### src/rtl/sdram_colgen_pkg.sv
package sdram_colgen_pkg;

  localparam logic [2:0] LEN_ONE   = 3'd0;
  localparam logic [2:0] LEN_TWO   = 3'd1;
  localparam logic [2:0] LEN_FOUR  = 3'd2;
  localparam logic [2:0] LEN_EIGHT = 3'd3;
  localparam logic [2:0] LEN_PAGE  = 3'd7;

  // strobes from control to datapath
  typedef struct packed {
    logic load;   // capture a new start column, reset beat index
    logic step;   // advance to the next beat
  } colStrobe_t;

endpackage

### src/rtl/sdram_colgen_ctrl.sv
module sdram_colgen_ctrl
  import sdram_colgen_pkg::*;
#(
  parameter int COL_W = 8
) (
  input  logic             clk,
  input  logic             rst_n,
  input  logic             cmdValid,
  input  logic             cmdIsWrite,
  input  logic             burstStop,
  input  logic [2:0]       modeLen,
  input  logic             modeInterleave,
  input  logic             modeWriteSingle,
  output colStrobe_t       strobe,
  output logic [COL_W-1:0] beatMask,
  output logic             interleaveSel,
  output logic             pageMode,
  output logic             beatValid,
  output logic             beatLast
);

  localparam logic [COL_W-1:0] MASK_ALL = {COL_W{1'b1}};

  logic             activeQ;
  logic             pageQ;
  logic             ilQ;
  logic [COL_W-1:0] maskQ;
  logic [COL_W-1:0] cntQ;

  logic             forceSingle;
  logic [COL_W-1:0] maskReq;
  logic             pageReq;
  logic             finalBeat;
  logic             endNow;

  // length decode at command time
  always_comb begin
    forceSingle = cmdIsWrite && modeWriteSingle;
    pageReq     = 1'b0;
    unique case (modeLen)
      LEN_TWO:   maskReq = COL_W'(1);
      LEN_FOUR:  maskReq = COL_W'(3);
      LEN_EIGHT: maskReq = COL_W'(7);
      LEN_PAGE: begin
        maskReq = MASK_ALL;
        pageReq = 1'b1;
      end
      default:   maskReq = '0;
    endcase
    if (forceSingle) begin
      maskReq = '0;
      pageReq = 1'b0;
    end
  end

  assign finalBeat = activeQ && !pageQ && (cntQ == maskQ);
  assign endNow    = burstStop || finalBeat;

  always_comb begin
    strobe.load = cmdValid;
    strobe.step = !cmdValid && activeQ && !endNow;
  end

  always_ff @(posedge clk) begin
    if (!rst_n) begin
      activeQ <= 1'b0;
      pageQ   <= 1'b0;
      ilQ     <= 1'b0;
      maskQ   <= '0;
      cntQ    <= '0;
    end else if (cmdValid) begin
      activeQ <= 1'b1;
      pageQ   <= pageReq;
      ilQ     <= modeInterleave && !pageReq;
      maskQ   <= maskReq;
      cntQ    <= '0;
    end else if (activeQ) begin
      if (endNow) begin
        activeQ <= 1'b0;
      end else begin
        cntQ <= cntQ + 1'b1;
      end
    end
  end

  assign beatMask      = maskQ;
  assign interleaveSel = ilQ;
  assign pageMode      = pageQ;
  assign beatValid     = activeQ;
  assign beatLast      = finalBeat;


  cmd_starts_chk: assert property (@(posedge clk) disable iff (!rst_n)
    cmdValid |=> beatValid);


  stop_ends_chk: assert property (@(posedge clk) disable iff (!rst_n)
    (beatValid && burstStop && !cmdValid) |=> !beatValid);


  last_ends_chk: assert property (@(posedge clk) disable iff (!rst_n)
    (beatLast && !cmdValid) |=> !beatValid);


  last_has_valid_chk: assert property (@(posedge clk) disable iff (!rst_n)
    beatLast |-> beatValid);


  page_no_last_chk: assert property (@(posedge clk) disable iff (!rst_n)
    pageMode |-> !beatLast);

endmodule

### src/rtl/sdram_colgen_dp.sv
module sdram_colgen_dp
  import sdram_colgen_pkg::*;
#(
  parameter int COL_W = 8
) (
  input  logic             clk,
  input  logic             rst_n,
  input  colStrobe_t       strobe,
  input  logic [COL_W-1:0] cmdCol,
  input  logic [COL_W-1:0] beatMask,
  input  logic             interleaveSel,
  input  logic             pageMode,
  output logic [COL_W-1:0] colOut
);

  localparam logic [COL_W-1:0] MASK_ALL = {COL_W{1'b1}};

  logic [COL_W-1:0] baseQ;
  logic [COL_W-1:0] idxQ;
  logic [COL_W-1:0] seqLow;
  logic [COL_W-1:0] ilLow;

  always_ff @(posedge clk) begin
    if (!rst_n) begin
      baseQ <= '0;
      idxQ  <= '0;
    end else if (strobe.load) begin
      baseQ <= cmdCol;
      idxQ  <= '0;
    end else if (strobe.step) begin
      idxQ <= idxQ + 1'b1;
    end
  end

  assign seqLow = (baseQ + idxQ) & beatMask;
  assign ilLow  = (baseQ ^ idxQ) & beatMask;
  assign colOut = (baseQ & ~beatMask) | (interleaveSel ? ilLow : seqLow);


  upper_fixed_chk: assert property (@(posedge clk) disable iff (!rst_n)
    (strobe.step && !pageMode) |=> $stable(colOut & ~beatMask));


  page_inc_chk: assert property (@(posedge clk) disable iff (!rst_n)
    (strobe.step && pageMode && beatMask == MASK_ALL)
      |=> (colOut == COL_W'($past(colOut) + 1'b1)));

endmodule

### src/rtl/sdram_burst_colgen.sv
module sdram_burst_colgen
  import sdram_colgen_pkg::*;
#(
  parameter int COL_W = 8
) (
  input  logic             clk,
  input  logic             rst_n,
  input  logic             cmdValid,
  input  logic             cmdIsWrite,
  input  logic [COL_W-1:0] cmdCol,
  input  logic             burstStop,
  input  logic [2:0]       modeLen,
  input  logic             modeInterleave,
  input  logic             modeWriteSingle,
  output logic             beatValid,
  output logic [COL_W-1:0] beatCol,
  output logic             beatLast
);

  colStrobe_t       strobe;
  logic [COL_W-1:0] beatMask;
  logic             interleaveSel;
  logic             pageMode;

  sdram_colgen_ctrl #(.COL_W(COL_W)) u_ctrl (
    .clk            (clk),
    .rst_n          (rst_n),
    .cmdValid       (cmdValid),
    .cmdIsWrite     (cmdIsWrite),
    .burstStop      (burstStop),
    .modeLen        (modeLen),
    .modeInterleave (modeInterleave),
    .modeWriteSingle(modeWriteSingle),
    .strobe         (strobe),
    .beatMask       (beatMask),
    .interleaveSel  (interleaveSel),
    .pageMode       (pageMode),
    .beatValid      (beatValid),
    .beatLast       (beatLast)
  );

  sdram_colgen_dp #(.COL_W(COL_W)) u_dp (
    .clk          (clk),
    .rst_n        (rst_n),
    .strobe       (strobe),
    .cmdCol       (cmdCol),
    .beatMask     (beatMask),
    .interleaveSel(interleaveSel),
    .pageMode     (pageMode),
    .colOut       (beatCol)
  );

endmodule

### config.mk
export PLATFORM = sky130hd
export DESIGN_NAME = sdram_burst_colgen
export DESIGN_NICKNAME = d
export VERILOG_FILES = /design/src/rtl/sdram_colgen_pkg.sv /design/src/rtl/sdram_colgen_ctrl.sv /design/src/rtl/sdram_colgen_dp.sv /design/src/rtl/sdram_burst_colgen.sv
export SDC_FILE = /design/constraint.sdc
export NUM_CORES = 1
export LEC_CHECK = 0
export CAP_MARGIN = 20
export CORE_MARGIN = 3
export CORE_UTILIZATION = 58
export CTS_CLUSTER_DIAMETER = 200
export DETAILED_ROUTE_END_ITERATION = 8
export PLACE_DENSITY = 0.95
export SYNTH_ARGS = -nofsm -noshare
export SYNTH_HDL_FRONTEND = slang
export SYNTH_SLANG_ARGS = --single-unit
### constraint.sdc
create_clock -name clk -period 4.77 [get_ports clk]
set_input_delay 0.477 -clock clk [delete_from_list [all_inputs] [get_ports clk]]
set_output_delay 0.477 -clock clk [all_outputs]
set_load 0.02 [all_outputs]
==> results of run 1 <==
## cells in the final DEF, fill, tap and decap left out, drive strengths merged, types with 4 or more instances in the layout
cell type	instances
xor2	4
o21ai	6
nand3	7
dfxtp	31
a21oi	14
nand3b	4
clkbuf	6
nand2	17
nand2b	5
nor2b	13
nand4	5
mux2i	9
nor2	23
a211oi	5
xnor2	13
clkdlybuf4s50	27
inv	5
ha	9
## cells by family after synthesis
group                      Yosys count
adders and majority gates           10
AOI/OAI and AO/OA                   43
xor gates and xnor gates            17
buffers and inverters               15
and+or+nand+nor                     86
DFF                                 31
muxes                               11
## flip-flops by register name (all words and copies together) (netlist names)
register              cells
u_dp.baseQ                8
u_ctrl.pageMode           1
u_dp.idxQ                 8
u_ctrl.interleaveSel      1
u_ctrl.beatValid          1
u_ctrl.cntQ               8
u_ctrl.beatMask           4
## power by group
| group | switching (mW) | internal [mW] |
|---|---|---|
| Sequential | 0.00818 | 0.266 |
| Combinational | 0.0404 | 0.0414 |
| Clock | 0.0961 | 0.124 |
## worst max-delay path: stages, from the launching register on
cell and delay (ns):
dfxtp_1 0.37, ha_1 0.39, a21oi_1 0.16, nor2_1 0.07
a311oi_1 0.37, mux2i_1 0.26, xor2_1 0.16, clkdlybuf4s50_1 0.61
## stage by stage
stage	worst slack, ns	total power, mW	hold slack [ns]
5_1_grt	1.365	0.5948	0.5147
6_report	1.555	0.5754	0.5036
2_1_floorplan	2.481	0.3252	0.4567
3_5_place_dp	1.952	0.3612	0.4887
4_1_cts	1.549	0.5792	0.5044
3_3_place_gp	1.980	0.3582	0.4664
## how the worst min path moves through the flow
stage,from,to,slack [ns]
detailed placement,u_ctrl.pageMode,u_ctrl.pageMode,0.49
finish,u_ctrl.pageMode,u_ctrl.pageMode,0.50
global placement,u_ctrl.pageMode,u_ctrl.pageMode,0.47
global route,u_ctrl.pageMode,u_ctrl.pageMode,0.51
CTS,u_ctrl.pageMode,u_ctrl.pageMode,0.50
floorplan,u_ctrl.pageMode,u_ctrl.pageMode,0.46
## routing by layer
metal  track usage  vias to the layer above
met1        0.2586                      758
met2        0.3648                       64
met5             0                        -
met3       0.06295                       12
met4        0.1129                        0
li1              -                      815
## cell type report
| type | count | area (um2) | area share |
|---|---|---|---|
| inverters | 5 | 18.77 | 0.008489 |
| flip-flops and latches | 31 | 620.6 | 0.2807 |
| repair buffers | 27 | 270.3 | 0.1222 |
| clock inverters | 2 | 35.03 | 0.01585 |
| well taps | 42 | 52.55 | 0.02377 |
| multi-input cells | 167 | 1162 | 0.5257 |
| clock buffers | 6 | 51.30 | 0.02320 |
==> impl_metrics.tcl, run 1 <==
set metrics [dict create \
    tns_ns 0 \
    syn_area_um2 1858 \
    top_layer_used "met4" \
    synth.avg_cell_area_um2 8.723 \
    yosys_warnings 0 \
    cts-buffers-inserted 5 \
    postLayoutCellArea_um2 2211 \
    num_vias 1649 \
    first_iter_violations 116 \
    die-area_um2 3919 \
    grt_overflow 0 \
    dp_cells 272 \
    critPathKind "reg2out" \
    fill_cells 204 \
    place_area_um2 2125 \
    wl_met2_um 1925 \
    cts_sinks 31 \
    first_pass_iters 4 \
    maxCapViolCount 0 \
    synthXorXnorAreaFrac 0.08013 \
    min_period_over_period 0.6740 \
    finalNonFillerCells 280 \
    drive_above_1_share 0.06303 \
    hold_path.class "reg2reg" \
    yosysSeqAreaShare 0.3340 \
    rsz0062_at_grt "no" \
    startpoint_type "flip-flop" \
    cts_max_path_buffers 2 \
    post_cts_buffers 0 \
    cp-endpoint "beatCol[7]" \
    synth_flop_cell "dfxtp_1" \
    h-tree-depth 2 \
    portBuffers 27 \
    wl_per_cell_um 14.33 \
    timing.fmax_mhz 311.0 \
    synth_top_family_by_area "simple AND/OR/NAND/NOR gates" \
    grt_usage 0.2206 \
    path_clk_slew_ns 0.10 \
    chipWidth_um 62.60 \
    pwr_density_cell_nw_per_um2 260.3 \
    layout.nets 265 \
    slew_headroom 0.4831 \
    netlist.top_cell.by_area "dfxtp_1" \
    skew_ns 0.001700 \
    reg2regPathDepth 5 \
    wl_met1_um 1715 \
    route.met3.wl_um 263 \
    ctsHoldBuffers 0 \
    synth_fa_ha_area_frac 0.07138 \
    layout_min_cycle_time_ns 3.215 \
    r2r_slack_ns 2.62 \
    status "finished, final reports clean" \
    finalSetupViolCount 0 \
    cts_tree "yes" \
    synthMuxAreaShare 0.06061 \
    finalMaxSlewViolations 0 \
    ys_top_cells_by_area "dfxtp_1 33%, xnor2_1 6.1%, ha_1 6.1%" \
    grt_pass1_vias 1527 \
    synthSimpleGateAreaFrac 0.2492 \
    place.gp.congestion 0.7902 \
    vdd.ir_drop.worst_mv 0.1854 \
    core_area_um2 2900 \
    r2r_start "u_ctrl.beatMask[6]" \
    cts_root_buf "clkbuf_4" \
    hold_viol 0 \
    diodes 0 \
    dp_hpwl_um 2941 \
    post_cts_resized 0 \
    synth_compound_area_frac 0.1643 \
    antenna_found_initial 0 \
    grt_pass1_wl_um 6872 \
    crit_path_end_kind "output pin" \
    synth.most_common_cell "dfxtp_1" \
    netlist_top_cells_count "31 x dfxtp_1, 23 x nor2_1, 17 x nand2_1, 13 x nor2b_1, 13 x xnor2_1" \
    syn-num-nets 241 \
    fin_util 0.7623 \
    hold_depth 2 \
    drc 0 \
    required_ns 4.29 \
    async_flop_share 0 \
    start_util 0.6406 \
    yosys_register_bits 31 \
    arrival_ns 2.74 \
    ant_nets 0 \
    worst_pin_slew_ns 0.7730 \
    cp_max_fo 5 \
    cp-startpoint "u_dp.idxQ[4]" \
    yosysTopAreaCellShare 0.3340 \
    insertion_delay_ns 0.34 \
    r2r-end "u_ctrl.cntQ[2]" \
    syn_inst 213 \
    viasPerCell 5.889 \
    grt_start_max_net_pins 17 \
    die_y_um 62.60 \
    fp-row-count 19 \
    synth-edff-count 0 \
    syn2layout_area_growth_pct 18.99 \
    wl_um 4011 \
    ys_types 46 \
    ioPinCount 28 \
    p_leak_nw 0.8451 \
]
No activity file was read; power rests on OpenSTA's default activity.
==> inputs of run 2 (changes only) <==
--- a/config.mk
+++ b/config.mk
@@ -7,10 +7,10 @@
 export LEC_CHECK = 0
 export CAP_MARGIN = 20
 export CORE_MARGIN = 3
-export CORE_UTILIZATION = 58
+export CORE_UTILIZATION = 48
 export CTS_CLUSTER_DIAMETER = 200
 export DETAILED_ROUTE_END_ITERATION = 8
-export PLACE_DENSITY = 0.95
+export PLACE_DENSITY = 0.86
 export SYNTH_ARGS = -nofsm -noshare
 export SYNTH_HDL_FRONTEND = slang
 export SYNTH_SLANG_ARGS = --single-unit
==> constraint.sdc (replaced) <==
create_clock -name clk -period 2.6 [get_ports clk]
set_input_delay 0.26 -clock clk [delete_from_list [all_inputs] [get_ports clk]]
set_output_delay 0.26 -clock clk [all_outputs]
set_load 0.02 [all_outputs]
==> run 2 against run 1 <==
Against the previous run: critical path depth shrank 3; power grew 88%; sequential cell count is the same; first-iteration DRC count grew 12%; clock-buffer cell count grew 2; combinational power grew 91%; worst hold slack lost 0.018 ns; non-clock buffer count grew 11; clock power grew 92%; core utilization shrank 11 points; sequential power grew 83%; critical path type unchanged; critical endpoint is now beatLast; largest cell class unchanged.
==> impl_metrics.tcl, run 2 (synthesized netlist as in run 1, its figures left out) <==
set metrics [dict create \
    start_util 0.5277 \
    antenna_found_initial 0 \
    cts_root_buf "clkbuf_8" \
    fin_util 0.6539 \
    crit_chain "nor4_1 -> a32o_2 -> and3_1 -> clkdlybuf4s50_1" \
    viasPerCell 5.553 \
    diodes 0 \
    worst-path-stages 4 \
    die-area_um2 4653 \
    post_cts_buffers 0 \
    timing.fmax_mhz 400.7 \
    critPathKind "reg2out" \
    layout_min_cycle_time_ns 2.496 \
    maxCapViolCount 0 \
    grt_start_max_net_pins 17 \
    reg2regPathDepth 5 \
    place.gp.congestion 0.8112 \
    chipWidth_um 68.22 \
    hold_path.class "reg2reg" \
    pwr_density_cell_nw_per_um2 469.6 \
    hold_depth 2 \
    path_clk_slew_ns 0.06 \
    fp-row-count 21 \
    wl_met2_um 1872 \
    ant_nets 0 \
    layout_commonest_cell "dfxtp_1" \
    cp_max_fo 15 \
    worst_pin_slew_ns 0.6263 \
    arrival_ns 2.24 \
    grt_pass1_vias 1499 \
    p_leak_nw 0.9431 \
    ctsHoldBuffers 0 \
    layout.nets 276 \
    critical_path.slowest_cell "clkdlybuf4s50_1" \
    num_vias 1638 \
    layout_common_cells "31 x dfxtp_1, 23 x nor2_1, 21 x clkdlybuf4s50_1" \
    drive_above_1_share 0.1165 \
    critPathTopFamily "buffers and inverters" \
    cp_num_buf_inv 1 \
    reg.largest.list "u_ctrl.cntQ x8, u_dp.baseQ x8, u_dp.idxQ x8" \
    dp_hpwl_um 2932 \
    holdWs_ns 0.4857 \
    wl_met1_um 1836 \
    portBuffers 27 \
    first_pass_iters 4 \
    min_period_over_period 0.9600 \
    cts_sinks 31 \
    core_area_um2 3521 \
    top_layer_used "met4" \
    drc 0 \
    hold_viol 0 \
    route.met3.wl_um 158 \
    vdd.ir_drop.worst_mv 0.4074 \
    crit_path_end_kind "output pin" \
    wl_per_cell_um 13.32 \
    cts-buffers-inserted 5 \
    status "finished, final reports clean" \
    skew_ns 0.005272 \
    grt_pass1_wl_um 6603 \
    insertion_delay_ns 0.29 \
    wl_um 3928 \
    required_ns 2.34 \
    grt_usage 0.1938 \
    syn2layout_area_growth_pct 23.91 \
    cts_tree "yes" \
    finalMaxSlewViolations 0 \
    startpoint_type "flip-flop" \
    die_y_um 68.22 \
    ioPinCount 28 \
    cts_max_path_buffers 2 \
    cpPeakStageDelay_ns 0.60 \
    grt_overflow 0 \
    slew_headroom 0.5825 \
    first_iter_violations 130 \
    finalSetupViolCount 0 \
    h-tree-depth 2 \
]
## run 2: path summary, 6_finish.rpt
path                      start         endpoint  slack, ns
max          u_ctrl.beatMask[6]         beatLast       0.10
max reg2reg  u_ctrl.beatMask[6]   u_ctrl.cntQ[2]       0.48
min reg2reg     u_ctrl.pageMode  u_ctrl.pageMode       0.49
min             u_ctrl.pageMode  u_ctrl.pageMode       0.49
## run 2: area by class of cell
type / instances / area [um2]
well taps: 46 / 57.56
clock buffers: 8 / 100.1
multi-input cells: 167 / 1164
inverters: 5 / 18.77
repair buffers: 38 / 341.6
fillers: 296 / 1219
flip-flops and latches: 31 / 620.6
## run 2: layer usage
layer | global-route usage | vias to the layer above
li1 | - | 834
met1 | 0.2407 | 771
met2 | 0.3165 | 25
met3 | 0.05419 | 8
met4 | 0.07444 | 0
met5 | 0 | -
## run 2: power by group
part	total, mW	switching (mW)	internal [mW]
clock	0.423	0.182	0.241
combinational	0.156	0.0760	0.0804
sequential	0.502	0.0143	0.488
## run 2: timing repair
| action | 4_1_cts | 5_1_grt |
|---|---|---|
| endpoints found under the setup margin | 4 | 6 |
| gates resized for setup | 5 | 8 |
| pin swaps | 1 | 1 |
| endpoints found under the hold margin | 0 | 0 |
## run 2: tightest hold or removal path, cell delays in order, from the launching register on
cell	delay [ns]
dfxtp_1	0.33
nand2_1	0.06
nand2_1	0.04
## run 2: through the flow
step                setup WS [ns]  setup TNS, ns  power [mW]  cells  area, um2
global placement          0.06116              0      0.6689    287       2212
floorplan                  0.5277              0      0.5965    213       1858
CTS                      -0.01991       -0.01991       1.088    295       2308
finish                     0.1041              0       1.081    295       2302
global route             -0.01073       -0.01073       1.120    295       2302
detailed placement        0.02781              0      0.6725    287       2212
